File: src/rtl/cam_slice_pkg.sv
package cam_slice_pkg;

    typedef enum logic [3:0] {
        OP_NOP     = 4'd0,
        OP_CMP     = 4'd1,
        OP_WR_AT   = 4'd2,
        OP_WR_FREE = 4'd3,
        OP_DEL     = 4'd4,
        OP_WR_HPM  = 4'd5,
        OP_RD_HPM  = 4'd6,
        OP_RD_AT   = 4'd7,
        OP_RD_STAT = 4'd8
    } cam_op_e;

    typedef struct packed {
        logic hit;
        logic multi;
    } cam_flags_t;

    function automatic cam_op_e decode_op(logic [3:0] code);
        case (code)
            4'd1:    return OP_CMP;
            4'd2:    return OP_WR_AT;
            4'd3:    return OP_WR_FREE;
            4'd4:    return OP_DEL;
            4'd5:    return OP_WR_HPM;
            4'd6:    return OP_RD_HPM;
            4'd7:    return OP_RD_AT;
            4'd8:    return OP_RD_STAT;
            default: return OP_NOP;
        endcase
    endfunction

    function automatic logic is_chain_gated(cam_op_e op);
        return (op == OP_WR_HPM) || (op == OP_RD_HPM) || (op == OP_RD_STAT);
    endfunction

endpackage

File: src/rtl/cam_prio_enc.sv
module cam_prio_enc #(
    parameter int N  = 16,
    parameter int AW = (N > 1) ? $clog2(N) : 1
) (
    input  logic [N-1:0]  req,
    output logic          any,
    output logic [AW-1:0] idx
);
    always_comb begin
        any = |req;
        idx = '0;
        for (int i = N - 1; i >= 0; i--) begin
            if (req[i]) idx = AW'(i);
        end
    end
endmodule

File: src/rtl/cam_match_array.sv
module cam_match_array #(
    parameter int ENTRIES = 16,
    parameter int WIDTH   = 32,
    parameter int AW      = (ENTRIES > 1) ? $clog2(ENTRIES) : 1
) (
    input  logic               clk,
    input  logic               rst,
    input  logic               wr_en,
    input  logic [AW-1:0]      wr_idx,
    input  logic [WIDTH-1:0]   wr_data,
    input  logic               clr_en,
    input  logic [AW-1:0]      clr_idx,
    input  logic [WIDTH-1:0]   key,
    input  logic [AW-1:0]      rd_idx,
    output logic [WIDTH-1:0]   rd_data,
    output logic [ENTRIES-1:0] hit_vec,
    output logic [ENTRIES-1:0] valid_vec
);
    logic [WIDTH-1:0] words [ENTRIES];

    always_ff @(posedge clk) begin
        if (rst) begin
            valid_vec <= '0;
        end else begin
            if (clr_en) valid_vec[clr_idx] <= 1'b0;
            if (wr_en)  valid_vec[wr_idx]  <= 1'b1;
        end
    end

    always_ff @(posedge clk) begin
        if (wr_en) words[wr_idx] <= wr_data;
    end

    generate
        for (genvar g = 0; g < ENTRIES; g++) begin : g_cmp
            assign hit_vec[g] = valid_vec[g] && (words[g] == key);
        end
    endgenerate

    assign rd_data = words[rd_idx];
endmodule

File: src/rtl/cam_cascade.sv
module cam_cascade (
    input  logic match_in_n,
    input  logic full_in_n,
    input  logic local_hit,
    input  logic local_multi,
    input  logic local_full,
    output logic match_out_n,
    output logic full_out_n,
    output logic mmatch_out_n,
    output logic chain_owner,
    output logic free_owner
);
    logic upstream_hit;
    logic upstream_full;

    assign upstream_hit  = ~match_in_n;
    assign upstream_full = ~full_in_n;

    assign match_out_n  = ~(upstream_hit | local_hit);
    assign mmatch_out_n = ~((~upstream_hit & local_multi) | (upstream_hit & local_hit));
    assign full_out_n   = ~(upstream_full & local_full);
    assign chain_owner  = ~upstream_hit & local_hit;
    assign free_owner   = upstream_full & ~local_full;
endmodule

File: src/rtl/cam_stack_slice.sv
module cam_stack_slice
    import cam_slice_pkg::*;
#(
    parameter int ENTRIES = 16,
    parameter int WIDTH   = 32,
    parameter int AW      = (ENTRIES > 1) ? $clog2(ENTRIES) : 1
) (
    input  logic             clk,
    input  logic             rst,
    input  logic             en_n,
    input  logic [3:0]       op,
    input  logic [AW-1:0]    addr,
    input  logic [WIDTH-1:0] din,
    input  logic             match_in_n,
    input  logic             full_in_n,
    output logic             match_out_n,
    output logic             full_out_n,
    output logic             mmatch_out_n,
    output logic [AW-1:0]    maddr,
    output logic             maddr_oe,
    output logic [WIDTH-1:0] rdata,
    output logic             rdata_oe
);
    localparam int STAT_USED = AW + 3;

    // Command capture while the strobe is low
    logic             en_n_q;
    cam_op_e          op_q;
    logic [AW-1:0]    addr_q;
    logic [WIDTH-1:0] data_q;
    logic             commit;

    always_ff @(posedge clk) begin
        if (rst) begin
            en_n_q <= 1'b1;
            op_q   <= OP_NOP;
            addr_q <= '0;
            data_q <= '0;
        end else begin
            en_n_q <= en_n;
            if (!en_n) begin
                op_q   <= decode_op(op);
                addr_q <= addr;
                data_q <= din;
            end
        end
    end

    assign commit = en_n && !en_n_q;

    // Storage and search
    logic [ENTRIES-1:0] hit_vec, valid_vec;
    logic               hit_any, free_any, local_full;
    logic [AW-1:0]      hit_idx, free_idx, rd_idx, wr_idx;
    logic [WIDTH-1:0]   rd_word;
    logic               wr_en, clr_en;
    logic               chain_owner, free_owner;

    cam_prio_enc #(.N(ENTRIES), .AW(AW)) u_hit_enc (
        .req (hit_vec),
        .any (hit_any),
        .idx (hit_idx)
    );

    cam_prio_enc #(.N(ENTRIES), .AW(AW)) u_free_enc (
        .req (~valid_vec),
        .any (free_any),
        .idx (free_idx)
    );

    assign local_full = ~free_any;

    // Stored compare results
    cam_flags_t    flags_q;
    logic [AW-1:0] hpm_q;

    always_ff @(posedge clk) begin
        if (rst) begin
            flags_q <= '0;
            hpm_q   <= '0;
        end else if (commit && op_q == OP_CMP) begin
            flags_q.hit   <= hit_any;
            flags_q.multi <= ($countones(hit_vec) > 1);
            hpm_q         <= hit_idx;
        end
    end

    cam_cascade u_cascade (
        .match_in_n   (match_in_n),
        .full_in_n    (full_in_n),
        .local_hit    (flags_q.hit),
        .local_multi  (flags_q.multi),
        .local_full   (local_full),
        .match_out_n  (match_out_n),
        .full_out_n   (full_out_n),
        .mmatch_out_n (mmatch_out_n),
        .chain_owner  (chain_owner),
        .free_owner   (free_owner)
    );

    // Write / delete steering
    always_comb begin
        wr_en  = 1'b0;
        wr_idx = addr_q;
        if (commit) begin
            case (op_q)
                OP_WR_AT:   wr_en = 1'b1;
                OP_WR_FREE: begin wr_en = free_owner;  wr_idx = free_idx; end
                OP_WR_HPM:  begin wr_en = chain_owner; wr_idx = hpm_q;    end
                default:    wr_en = 1'b0;
            endcase
        end
    end

    assign clr_en = commit && (op_q == OP_DEL);
    assign rd_idx = (op_q == OP_RD_HPM) ? hpm_q : addr_q;

    cam_match_array #(.ENTRIES(ENTRIES), .WIDTH(WIDTH), .AW(AW)) u_array (
        .clk       (clk),
        .rst       (rst),
        .wr_en     (wr_en),
        .wr_idx    (wr_idx),
        .wr_data   (data_q),
        .clr_en    (clr_en),
        .clr_idx   (addr_q),
        .key       (data_q),
        .rd_idx    (rd_idx),
        .rd_data   (rd_word),
        .hit_vec   (hit_vec),
        .valid_vec (valid_vec)
    );

    // Read return
    logic [WIDTH-1:0] stat_word;
    always_comb begin
        stat_word = '0;
        stat_word[STAT_USED-1:0] = {hpm_q, local_full, flags_q.multi, flags_q.hit};
    end

    always_ff @(posedge clk) begin
        if (rst) begin
            rdata    <= '0;
            rdata_oe <= 1'b0;
        end else if (commit) begin
            case (op_q)
                OP_RD_AT:   begin rdata <= rd_word;   rdata_oe <= 1'b1;        end
                OP_RD_HPM:  begin rdata <= rd_word;   rdata_oe <= chain_owner; end
                OP_RD_STAT: begin rdata <= stat_word; rdata_oe <= chain_owner; end
                default:    rdata_oe <= 1'b0;
            endcase
        end
    end

    assign maddr    = hpm_q;
    assign maddr_oe = chain_owner;

    // Checks next to the logic they guard
    AST_FLAGS_HOLD: assert property (@(posedge clk) disable iff (rst)
        !en_n |=> ($stable(flags_q) && $stable(hpm_q)));
    AST_MM_NEEDS_MATCH: assert property (@(posedge clk) disable iff (rst)
        !mmatch_out_n |-> !match_out_n);
    AST_SINGLE_SERVER: assert property (@(posedge clk) disable iff (rst)
        maddr_oe |-> (match_in_n && !match_out_n));
    AST_FREE_REJECT: assert property (@(posedge clk) disable iff (rst)
        (commit && op_q == OP_WR_FREE && full_in_n) |=> $stable(valid_vec));
    AST_FULL_PASS: assert property (@(posedge clk) disable iff (rst)
        !full_out_n |-> !full_in_n);
    AST_DEL_CLEARS: assert property (@(posedge clk) disable iff (rst)
        (commit && op_q == OP_DEL) |=> !valid_vec[$past(addr_q)]);
    AST_NOP_QUIET: assert property (@(posedge clk) disable iff (rst)
        (commit && op_q == OP_NOP) |=> ($stable(valid_vec) && !rdata_oe));
endmodule

File: config.mk
export PLATFORM = sky130hd
export DESIGN_NAME = cam_stack_slice
export DESIGN_NICKNAME = d
export VERILOG_FILES = /design/src/rtl/cam_slice_pkg.sv /design/src/rtl/cam_prio_enc.sv /design/src/rtl/cam_match_array.sv /design/src/rtl/cam_cascade.sv /design/src/rtl/cam_stack_slice.sv
export SDC_FILE = /design/constraint.sdc
export NUM_CORES = 1
export LEC_CHECK = 0
export ABC_AREA = 1
export ABC_CLOCK_PERIOD_IN_PS = 5700
export BUFFER_PORTS_ARGS = -buffer_cell sky130_fd_sc_hd__buf_2
export CORE_AREA = 2 2 326 328
export CTS_BUF_LIST = sky130_fd_sc_hd__clkbuf_8
export DETAILED_ROUTE_END_ITERATION = 6
export DIE_AREA = 0 0 328 330
export GPL_TIMING_DRIVEN = 0
export PLACE_DENSITY_LB_ADDON = 0.2
export SLEW_MARGIN = 30
export SYNTH_ARGS = -nofsm -noshare
export SYNTH_HDL_FRONTEND = slang
export SYNTH_SLANG_ARGS = --single-unit
File: constraint.sdc
create_clock -name clk -period 5.7 [get_ports clk]
set_input_delay 0.57 -clock clk [delete_from_list [all_inputs] [get_ports clk]]
set_output_delay 0.57 -clock clk [all_outputs]
set_load 0.01 [all_outputs]
[Word level (Yosys, flattened, before mapping)]
Memory sizes are Yosys's and may differ from the RTL's. A register that Yosys moved wholly into a read port is not among the register bits.
Index checks and enable logic that the tools add are counted.
Operators by class
  add/sub/neg operators: 15
  multiply operators: 0
  div/mod/pow operators: 0
  $lt $le $gt $ge: 5
  eq/ne operators: 24
  shifts and indexed selects: 0
  muxes and demuxes: 48
  bitwise gates (word level): 17
  reductions and logical operators: 29
Operators with widths (count)
  $eq 32x32->1: 16
  $mux 4: 34
  $pmux 32 s2: 1
  $mux 16: 3
  $not 16->16: 2
  $reduce_or 16->1: 2
  $logic_and 1x1->1: 21
  $add 1x1->2: 8
  $and 16x16->16: 1
  $eq 4x3->1 const B: 4
  $or 16x16->16: 1
  $add 2x2->3: 4
  $lt 4x5->1 const B: 2
  $add 3x3->4: 2
  $demux 1 s4: 2
  $eq 4x2->1 const B: 2
  $ge 4x1->1 const B: 2
  $pmux 4 s2: 1
  $not 1->1: 6
  $add 4x4->5: 1
  $and 1x1->1: 5
  $gt 5x1->1 const B: 1
  $mux 1: 5
  $eq 4x1->1 const B: 1
  other kinds (8): 11
Word-level totals
  flip-flop bits (word level): 92
  bits in latches: 0
  RAM bits: 512
  bits in read-only memories: 64
  memories: 2
Memory list
  u_array.words: depth 16, bits a word 32, read ports 17, clocked after Yosys merged registers in 0, wr ports 1, RTL line cam_match_array.sv:19  | logic [WIDTH-1:0] words [ENTRIES];
  (name not given): depth 16, bits a word 4, read ports 1, clocked after Yosys merged registers in 1, wr ports 0, RTL line cam_slice_pkg.sv:21  | case (code)

[Longest topological paths before layout]
  word-level depth: 25
  mapped depth: 26
  depth with buffers taken out: 25

[Hierarchy]
Synthesis repeated with hierarchy kept, for this count alone.
Unflattened totals
  cells, all modules: 4182
  area total of the unflattened synthesis: 33479.6 um2
By module, submodules not included
  cam_match_array: times used 1, cells an instance 3499, area each 29120.4 um2, seq. area each 15695.1 um2
  cam_stack_slice: times used 1, cells an instance 573, area each 3896.2 um2, seq. area each 1601.5 um2
  cam_prio_enc: times used 2, cells an instance 49, area each 209.0 um2, seq. area each 0.0 um2
  cam_cascade: times used 1, cells an instance 12, area each 45.0 um2, seq. area each 0.0 um2

[Worst setup path after synthesis]
Ideal clock, no wire load.
  path kind: register to register
  from: reg data_q[5]
  to: reg flags_q[0] (netlist bit)
  arrival: 4.961 ns
  slack: 0.604 ns
  cell stages (with the launch flop): 24
  path buffers: 2
  period minus slack after synthesis: 5.096 ns
  cell sequence: dfxtp_1 inv_2 buf_6 buf_2 nand2_1 o21ai_1 a211oi_1 nand2_1 a211oi_1 nand3_1 fa_1 fa_1 inv_1 fa_1 inv_1 fa_1 inv_1 ha_1 inv_1 fa_1 nor3b_1 o21ai_0 a211oi_1 a211oi_1
Between the ends
  word-level cells in the longest chain between the ends: 7
Ends and longest elaborated chain
  start, declared: RTL line cam_stack_slice.sv:30  | logic [WIDTH-1:0] data_q;
  start signal, assigned: RTL line cam_stack_slice.sv:44  | data_q <= din;
  $eq 32x32->1: RTL line cam_match_array.sv:36  | assign hit_vec[g] = valid_vec[g] && (words[g] == key);
  $logic_and 1x1->1: RTL line cam_match_array.sv:36
  $add 1x1->2 (not written as such): RTL line cam_stack_slice.sv:83  | flags_q.multi <= ($countones(hit_vec) > 1);
  $add 2x2->3 (not written as such): RTL line cam_stack_slice.sv:83
  $add 3x3->4 (not written as such): RTL line cam_stack_slice.sv:83
  $add 4x4->5 (not written as such) *: RTL line cam_stack_slice.sv:83
  $gt 5x1->1 *: RTL line cam_stack_slice.sv:83
  end, declared: RTL line cam_stack_slice.sv:74  | cam_flags_t flags_q;
Mark *: on every way between the ends. The rest lies on a longest branch, timed or not.
A chain may end at the register's enable or synchronous reset.

[Worst setup path after layout]
  from: reg data_q[30]
  to: reg flags_q[0] (netlist bit)
Same word-level chain as after synthesis.

==> qor.yml <==
sta:
  fin_worst_skew_ns: 0.0666
  hold_viol: 0
  period_share: 1.03
  slew_headroom: 0.230
  setup_violations: 1
  tightest_slew_ns: 1.14
  rsz0062_at_grt: "yes"
  timing.fmax_mhz: 170
  setup-tns-final_ns: -0.193
  period_needed_ns: 5.89
  worst_slack_ns: -0.193
  hold_slack_ns: 0.0398
  drv_slew: 0
clock_network:
  clk_path_buf_depth: 3
  clk_latency_ns: 0.86
  tritoncts: "done"
  clk_pin_slew_ns: 0.06
  cts_buffers: 116
  cts_num_sinks: 608
  cts-root-buf: "clkbuf_8"
  htreeDepth: 3
worst_setup_path:
  crit_family: "adder cells"
  worst_ep_required_time_ns: 6.39
  path_class: "flop to flop"
  path_cells: "buf_6, xor2_4, nor4_4, nand4_1, nor4_4, nand3_4, fa_1, fa_1, inv_2, fa_1, inv_1, fa_1, inv_1, ha_2, inv_2, fa_1, nor3b_2, o21ai_1, a211oi_2, a211oi_1"
  endpoint_kind: "flop"
  critPathMaxStageDelay_ns: 0.57
  arrival_ns: 6.58
  worstReg2RegStart: "data_q[30]"
  r2r_slack_ns: -0.19
  critPathLaunchType: "flop"
  path_buf_inv: 5
  cp_max_fo: 17
  crit_start: "data_q[30]"
  path_common_cell: "fa_1"
  slowest_stage: "nand4_1"
outcome:
  violations: "DRC, setup timing"
  outcome: "complete, but fails checks"
finish:
  nFillCells: 10800
  drive_above_1_share: 0.193
  fin_util: 0.367
  area_delta_synth_final_pct: 23.5
  nets: 3679
global_route:
  grt_pass1_wl_mm: 313
  grt_pass1_vias: 29300
  grt_max_degree: 33
  antenna_found_initial: 32
  track_usage: 0.453
  globalRoute.totalOverflow: 0
floorplanning:
  fp.dieH_um: 330
  die_w_um: 328
  core_area_sq_um: 105000
  dieArea_sq_um: 108000
  initial_core_util: 0.297
  rows: 119
  ios: 86
place:
  hpwl_mm: 180
  gp_congestion: 1.02
  portBuffers: 84
  place_ws_ns: -1.91
power_and_ir_drop:
  peakVddDrop_mv: 0.192
  p_sw_mw: 3.85
  p_leak_nw: 14.4
  p_comb_frac: 0.163
  p_sw_frac: 0.329
  powerDensity_nw_per_um2: 304
  clkPwrFrac: 0.413
  finalPower_mw: 11.7
  seq_power_share: 0.424
  p_int_mw: 7.84
yosys:
  syn_nets: 3345
  syn_avg_cell_area_sq_um: 9.48
  yosysSeqAreaShare: 0.556
  synth_top_flop_cell: "edfxtp_1"
  syn_inst: 3284
  synth_edf_count: 512
  ys_top_cells_by_count: "644 x nand2_1, 512 x edfxtp_1, 274 x inv_1, 255 x o21ai_0, 199 x a21oi_1"
  synth_area_leaders: "edfxtp_1 49%, nand2_1 7.8%, dfxtp_1 6.2%"
  async_flop_share: 0
  yosysMostFrequentCell: "nand2_1"
  yosysTopAreaCell: "edfxtp_1"
  netlist.area_leader.share: 0.494
  syn_area_sq_um: 31100
  ys_warn_count: 0
  yosys.cell_types.count: 63
  ys_ff_latch: 608
worst_hold_path:
  hold_path_class: "input port to flop"
  worstHoldStart: "din[0]"
routing:
  drt_wl_total_mm: 250
  vias: 32200
  first_iter_violations: 5074
  ant_nets: 0
  wl_per_cell_um: 48.8
  drc: 1
  drt-pass1-iter-count: 6
  vias_per_cell: 6.30
flow_run:
  cap_viol_max_count: 0
[worst register-to-register path: cells and delay by family (launching register included)]
family                     cells  cell delay [ns]
AOI/OAI and AO/OA              3             0.31
adders and majority gates      6             2.71
and+or+nand+nor                5             1.64
DFF                            1             0.37
xor gates and xnor gates       1             0.24
buffers and inverters          5             0.46
[placed cells by master, fill, tap and decap left out, types with 12 or more instances in the layout]
cell type,netlist,layout
diode_2,0,13
xor2_1,51,48
dfxtp_4,0,32
or2_2,12,12
nor2_1,193,191
nor4_1,30,21
buf_4,15,104
a221oi_1,23,19
clkinv_1,0,20
inv_4,4,22
dfxtp_1,96,63
buf_2,102,154
buf_6,13,17
o22ai_1,130,128
clkinv_2,0,23
o221ai_1,18,18
nand2_1,644,639
o311ai_1,36,33
clkbuf_8,0,130
nand4_1,44,44
clkbuf_2,0,40
dlygate4sd3_1,0,29
o21ai_0,255,252
xnor2_1,94,91
nand3_1,195,192
o211ai_1,70,70
inv_2,26,22
buf_16,0,19
edfxtp_1,512,512
inv_1,274,273
nor3_1,32,29
a21oi_1,199,198
o2111ai_1,17,16
buf_12,0,23
o21ai_1,33,32
clkbuf_1,63,22
[power groups by stage]
stage                     sequential, mW  clock (mW)  combinational, mW
after floorplan                     5.00           0              0.621
after CTS                           4.95        4.84               1.76
after detailed placement            5.11           0               1.55
final                               4.95        4.82               1.91
after global routing                4.94        4.99               1.85
after global placement              5.13           0               1.50
[path summary, 6_finish.rpt]
path	depth (start not counted)	end
worst min register to register	2	rdata[5]
worst max register to register	20	flags_q[0]
worst max-delay path	20	flags_q[0]
worst min-delay path	3	data_q[0]
[through the flow]
step / area [sq um] / cells
after floorplan: 31100 / 3284
after global placement: 33300 / 4759
after detailed placement: 34100 / 4788
after CTS: 38200 / 5090
after global routing: 38400 / 5111
final: 38500 / 5121
[flip-flops by register name (all words and copies together), names as in the netlist]
signal / cells
rdata_oe: 1
rdata: 32
op_q: 4
en_n_q: 1
u_array.words: 512
maddr: 4
u_array.valid_vec: 16
addr_q: 4
data_q: 32
flags_q: 2
[layout make-up]
type	count	area [sq um]	area share
Sequential cell	608	17400	0.453
Multi-Input combinational cell	2170	12100	0.315
Timing Repair Buffer	225	2090	0.0544
Clock buffer	130	1790	0.0465
Tap cell	1391	1740	0.0453
Buffer	193	1310	0.0339
Inverter	304	1280	0.0334
Clock inverter	87	687	0.0179
Antenna cell	13	32.5	0.000846
[cells by family after synthesis]
logic type / after synthesis / synth area share
xor+xnor: 145 / 0.0408
compound gates: 828 / 0.161
fa+ha+maj: 16 / 0.00884
flops: 608 / 0.556
simple gates: 1181 / 0.163
buf+inv: 506 / 0.0707
[repair_timing]
action | in CTS | in global routing
hold endpoints to repair | 29 | 0
setup buffers | 64 | 20
pin swaps | 24 | 14
cloned | 0 | 0
endpoints found under the setup margin | 1 | 1
gates resized for setup | 196 | 25
hold buffers | 29 | 0
[metal layers]
layer,GRT usage,wire (um),vias to the layer above
met5,0,17,-
met4,0.354,23900,4
met3,0.115,25700,775
met2,0.666,104000,2656
met1,0.568,96500,16400
li1,-,-,12400
No activity file was read; power rests on OpenSTA's default activity.
